$ cat src/rtl/skip_seq_pkg.sv
package skip_seq_pkg;

    localparam int DEF_MASK_W   = 32;
    localparam int DEF_EXEC_W   = 22;
    localparam int DEF_DEPTH_W  = 4;
    localparam int DEF_LEAP_MAX = 7;

    typedef enum logic [1:0] {
        DEPTH_HOLD  = 2'd0,
        DEPTH_UP    = 2'd1,
        DEPTH_DOWN  = 2'd2,
        DEPTH_CLEAR = 2'd3
    } depth_act_e;

    function automatic depth_act_e depth_action(logic ld, logic call, logic ret);
        if (ld)                return DEPTH_CLEAR;
        else if (call && !ret) return DEPTH_UP;
        else if (ret && !call) return DEPTH_DOWN;
        else                   return DEPTH_HOLD;
    endfunction

endpackage

$ cat src/rtl/skip_seq_depth.sv
module skip_seq_depth
    import skip_seq_pkg::*;
#(
    parameter int DEPTH_W = DEF_DEPTH_W
) (
    input  logic               clk,
    input  logic               rst,
    input  depth_act_e         act,
    output logic [DEPTH_W-1:0] depth_q,
    output logic               depth_zero
);
    localparam logic [DEPTH_W-1:0] DEPTH_TOP = '1;

    always_ff @(posedge clk) begin
        if (rst) begin
            depth_q <= '0;
        end else begin
            unique case (act)
                DEPTH_CLEAR: depth_q <= '0;
                DEPTH_UP:    if (depth_q != DEPTH_TOP) depth_q <= depth_q + 1'b1;
                DEPTH_DOWN:  if (depth_q != '0) depth_q <= depth_q - 1'b1;
                default:     depth_q <= depth_q;
            endcase
        end
    end

    assign depth_zero = (depth_q == '0);
endmodule

$ cat src/rtl/skip_seq_step.sv
module skip_seq_step #(
    parameter int LEAP_MAX = 7,
    parameter int LEAP_W   = $clog2(LEAP_MAX + 1),
    parameter int RUN_LIM  = LEAP_MAX + 1,
    parameter int CONS_W   = $clog2(RUN_LIM + 1)
) (
    input  logic [RUN_LIM-1:0] low_bits,
    input  logic               first_pend,
    input  logic               depth_zero,
    input  logic               slot_adv,
    output logic [LEAP_W-1:0]  leap,
    output logic               cancel,
    output logic [CONS_W-1:0]  consume
);
    logic [CONS_W-1:0] run;
    logic              stop;

    always_comb begin
        run  = '0;
        stop = 1'b0;
        for (int i = 0; i < RUN_LIM; i++) begin
            if (!stop && low_bits[i]) begin
                run = run + 1'b1;
            end else begin
                stop = 1'b1;
            end
        end
    end

    always_comb begin
        leap    = '0;
        cancel  = 1'b0;
        consume = '0;
        if (slot_adv && depth_zero) begin
            if (first_pend && low_bits[0]) begin
                cancel  = 1'b1;
                consume = CONS_W'(1);
            end else if (run == CONS_W'(RUN_LIM)) begin
                leap    = LEAP_W'(LEAP_MAX);
                cancel  = 1'b1;
                consume = CONS_W'(RUN_LIM);
            end else begin
                leap    = run[LEAP_W-1:0];
                consume = run + 1'b1;
            end
        end
    end
endmodule

$ cat src/rtl/skip_seq_mask.sv
module skip_seq_mask #(
    parameter int MASK_W = 32,
    parameter int EXEC_W = 22,
    parameter int CONS_W = 4
) (
    input  logic              clk,
    input  logic              rst,
    input  logic              load_fast,
    input  logic              load_exec,
    input  logic [MASK_W-1:0] mask_in,
    input  logic [CONS_W-1:0] consume,
    output logic [MASK_W-1:0] mask_q,
    output logic              first_q
);
    localparam logic [MASK_W-1:0] EXEC_KEEP = {{(MASK_W-EXEC_W){1'b0}}, {EXEC_W{1'b1}}};

    always_ff @(posedge clk) begin
        if (rst) begin
            mask_q  <= '0;
            first_q <= 1'b0;
        end else if (load_fast) begin
            mask_q  <= mask_in;
            first_q <= 1'b1;
        end else if (load_exec) begin
            mask_q  <= mask_in & EXEC_KEEP;
            first_q <= 1'b1;
        end else if (consume != '0) begin
            mask_q  <= mask_q >> consume;
            first_q <= 1'b0;
        end
    end
endmodule

$ cat src/rtl/skip_seq.sv
module skip_seq
    import skip_seq_pkg::*;
#(
    parameter int MASK_W   = DEF_MASK_W,
    parameter int EXEC_W   = DEF_EXEC_W,
    parameter int DEPTH_W  = DEF_DEPTH_W,
    parameter int LEAP_MAX = DEF_LEAP_MAX
) (
    input  logic                              clk,
    input  logic                              rst,
    input  logic                              load_fast,
    input  logic                              load_exec,
    input  logic [MASK_W-1:0]                 mask_in,
    input  logic                              call_in,
    input  logic                              ret_in,
    input  logic                              slot_adv,
    output logic [$clog2(LEAP_MAX+1)-1:0]     leap_cnt,
    output logic                              cancel_nop,
    output logic                              skip_busy
);
    localparam int LEAP_W  = $clog2(LEAP_MAX + 1);
    localparam int RUN_LIM = LEAP_MAX + 1;
    localparam int CONS_W  = $clog2(RUN_LIM + 1);

    logic [MASK_W-1:0]  mask_q;
    logic               first_q;
    logic [DEPTH_W-1:0] depth_q;
    logic               depth_zero;
    logic [CONS_W-1:0]  consume;
    logic               any_load;
    depth_act_e         act;

    assign any_load = load_fast | load_exec;
    assign act      = depth_action(any_load, call_in, ret_in);

    skip_seq_depth #(.DEPTH_W(DEPTH_W)) u_depth (
        .clk        (clk),
        .rst        (rst),
        .act        (act),
        .depth_q    (depth_q),
        .depth_zero (depth_zero)
    );

    skip_seq_step #(
        .LEAP_MAX (LEAP_MAX),
        .LEAP_W   (LEAP_W),
        .RUN_LIM  (RUN_LIM),
        .CONS_W   (CONS_W)
    ) u_step (
        .low_bits   (mask_q[RUN_LIM-1:0]),
        .first_pend (first_q),
        .depth_zero (depth_zero),
        .slot_adv   (slot_adv),
        .leap       (leap_cnt),
        .cancel     (cancel_nop),
        .consume    (consume)
    );

    skip_seq_mask #(
        .MASK_W (MASK_W),
        .EXEC_W (EXEC_W),
        .CONS_W (CONS_W)
    ) u_mask (
        .clk       (clk),
        .rst       (rst),
        .load_fast (load_fast),
        .load_exec (load_exec),
        .mask_in   (mask_in),
        .consume   (consume),
        .mask_q    (mask_q),
        .first_q   (first_q)
    );

    assign skip_busy = (mask_q != '0);
endmodule

$ cat config.mk
export PLATFORM = sky130hd
export DESIGN_NAME = skip_seq
export DESIGN_NICKNAME = d
export VERILOG_FILES = /design/src/rtl/skip_seq_pkg.sv /design/src/rtl/skip_seq_depth.sv /design/src/rtl/skip_seq_step.sv /design/src/rtl/skip_seq_mask.sv /design/src/rtl/skip_seq.sv
export SDC_FILE = /design/constraint.sdc
export NUM_CORES = 1
export LEC_CHECK = 0
export CAP_MARGIN = 30
export CORE_MARGIN = 2
export CORE_UTILIZATION = 60
export DETAILED_ROUTE_END_ITERATION = 8
export DONT_BUFFER_PORTS = 1
export PLACE_DENSITY = 0.84
export SETUP_SLACK_MARGIN = 0.5
export SYNTH_ARGS = -nofsm -noshare
export SYNTH_HDL_FRONTEND = slang
export SYNTH_SLANG_ARGS = --single-unit
$ cat constraint.sdc
create_clock -name clk -period 11.2 [get_ports clk]
set_input_delay 0 -clock clk [delete_from_list [all_inputs] [get_ports clk]]
set_output_delay 0 -clock clk [all_outputs]
set_load 0.02 [all_outputs]
==> metrics.csv <==
metric,value,unit
total_power,0.413,mW
synth_top_area_share,0.183,
die_h,86.1,um
p_leak,1.54,nW
netlist_instances,475,
syn-num-nets,528,
cp_data_required_time,11390,ps
ys_async_sr_fraction,0,
path_class,register to register,
clockBufferDepth,2,
via_per_inst,7.88,
combPwrFrac,0.345,
yosysSeqAreaShare,0.183,
core_area,6420,um2
place_area,3940,um2
critPathCaptureType,register,
ant_nets,0,
switching_share,0.380,
crit_arrival,7070,ps
finalSetupTns,0,ps
grt_start_max_net_pins,39,
p_per_area,96.0,nW/um2
nNetsFinal,523,
p_sw,0.157,mW
synth_area,4040,um2
violations,hold timing,
boundaryPins,44,
die_area,7410,um2
synth_edf_count,0,
yosysTopAreaCell,dfxtp_1,
ir_drop,0.0782,mV
setup_ws,4320,ps
num_rows,29,
setup_viol,0,
ys_seq_elements,37,
worst_pin_slew,1070,ps
drtIter0Drc,1011,
period_minus_slack,6880,ps
gp_congestion,0.950,
grt_overflow,0,
yosysWarningCount,0,
place_ws,4650,ps
drt_drc_violations_left,0,
finalCritPeriodShare,0.614,
p_int,0.256,mW
die_w,86.1,um
place_hpwl,8.40,mm
r2r_cells,25,
max_freq,145,MHz
drive_above_1_share,0.130,
grt_pass1_vias,3821,
whs,-6.70,ps
routed_wl,12.5,mm
relSlewSlack,0.282,
fin_area,4300,um2
clk_latency,310,ps
power_frac_clock,0.254,
ff2ff_setup_slack,4320,ps
final_cell_mix,"54 x nand2_1, 40 x nor2_1, 37 x dfxtp_1",
post_cts_resized,0,
hp-class,input port to register,
synthTopCellsByArea,"dfxtp_1 18%, mux4_2 12%, nand2_1 5.0%, ha_1 4.0%, nor2_1 3.7%",
status,finished with violations,
clock-sinks,37,
detail_route.wl_per_cell,22.9,um
rsz0062_at_grt,false,
synth-main-ff-cell,dfxtp_1,
portBuffers,0,
fin_skew,4.87,ps
post-cts-setup-buffers,0,
grt_use_total,0.340,
cp-start-kind,register,
slew_violations,0,
synth_cell_types,74,
seqPwrFrac,0.401,
root_buffer,clkbuf_8,
cts_tree,yes,
cp_max_fo,20,
cts_buffers,5,
h-tree-depth,2,
final_common_cell,nand2_1,
area_growth,6.25,%
start_util,0.629,
cap_violations,0,
grt_pass1_wl,19.8,mm
first_pass_iters,6,
antenna_found_initial,0,
antenna_cells,0,
clk_transition_reported_paths,80,ps
avgSynthCellArea,8.51,um2
hold_depth,2,
finalHoldViolations,1,
via_count,4320,
state kept, by name, summed over array words and instances, names as in the netlist:
| signal | count |
|---|---|
| u_mask.first_q | 1 |
| u_mask.mask_q | 32 |
| u_depth.depth_q | 4 |
timing repair:
| item | in CTS | in global routing |
|---|---|---|
| hold endpoints to repair | 37 | 0 |
| hold buffers | 23 | 0 |
| endpoints found under the setup margin | 0 | 0 |
worst max-delay path, cell delays in order, from the launching register on:
cell and delay (ps):
dfxtp_1 500, nand2_1 150, inv_1 140, ha_1 270
o21a_1 190, ha_1 290, o21bai_1 140, a21oi_1 100
ha_1 310, mux2_2 270, ha_1 270, nand2_1 60
a21oi_1 180, ha_1 290, nand3_1 120, nand2_1 90
ha_1 300, mux2i_1 100, ha_1 260, and4_1 250
o31a_4 400, nor2_4 480, mux4_1 690, a22oi_2 170
a311oi_2 130, dlygate4sd3_1 590
through the flow:
stage	util	cells
after floorplan	-	475
after global placement	0.613	516
after detailed placement	0.613	516
after CTS	0.666	547
after global routing	0.669	548
final	0.669	548
path summary, 6_finish.rpt:
| check | endpoint | from |
|---|---|---|
| worst min register to register | u_mask.first_q$_SDFFE_PP0P_ | u_mask.first_q$_SDFFE_PP0P_ |
| worst max-delay path | u_mask.mask_q[23]$_SDFFE_PP0P_ | u_mask.mask_q[0]$_SDFFE_PP0P_ |
| worst min-delay path | u_mask.mask_q[21]$_SDFFE_PP0P_ | mask_in[21] |
| worst max register to register | u_mask.mask_q[23]$_SDFFE_PP0P_ | u_mask.mask_q[0]$_SDFFE_PP0P_ |
synth_stat cells, types with 7 or more instances:
cell / n
nand2_1: 54
nor2_1: 40
dfxtp_1: 37
a21oi_1: 29
mux4_2: 22
o21ai_0: 21
clkbuf_1: 17
a221oi_1: 16
a22oi_1: 15
a211oi_1: 14
nand3_1: 14
ha_1: 13
inv_1: 12
buf_2: 10
mux2i_1: 10
nor4_1: 9
a31oi_1: 7
power by group through the flow:
| stage | logic, mW | clock network, mW | registers (mW) |
|---|---|---|---|
| 2_1_floorplan | 0.116 | 0 | 0.155 |
| 3_3_place_gp | 0.122 | 0 | 0.166 |
| 3_5_place_dp | 0.126 | 0 | 0.167 |
| 4_1_cts | 0.136 | 0.103 | 0.164 |
| 5_1_grt | 0.151 | 0.110 | 0.167 |
| 6_report | 0.142 | 0.105 | 0.166 |
cell families after synthesis:
kind of cell               synth area share
and+or+nand+nor                       0.192
buffers and inverters                0.0684
DFF                                   0.183
adders and majority gates            0.0452
muxes                                 0.184
xor gates and xnor gates             0.0108
AOI/OAI and AO/OA                     0.316
per-layer routing:
layer / share of wire / vias up / track usage
met5: 0 / - / 0
met4: 0.038 / 0 / 0.108
met3: 0.14 / 60 / 0.0722
met2: 0.46 / 423 / 0.551
met1: 0.37 / 1966 / 0.454
li1: - / 1871 / -
final cells by class:
cell class / count / area (um2)
Fill cell: 502 / 2130
Timing Repair Buffer: 28 / 290
Tap cell: 77 / 96.3
Inverter: 12 / 45.0
Clock buffer: 6 / 82.6
Multi-Input combinational cell: 386 / 3030
Sequential cell: 37 / 741
Clock inverter: 2 / 13.8
Note: power is estimated with default switching activity, not from simulation.
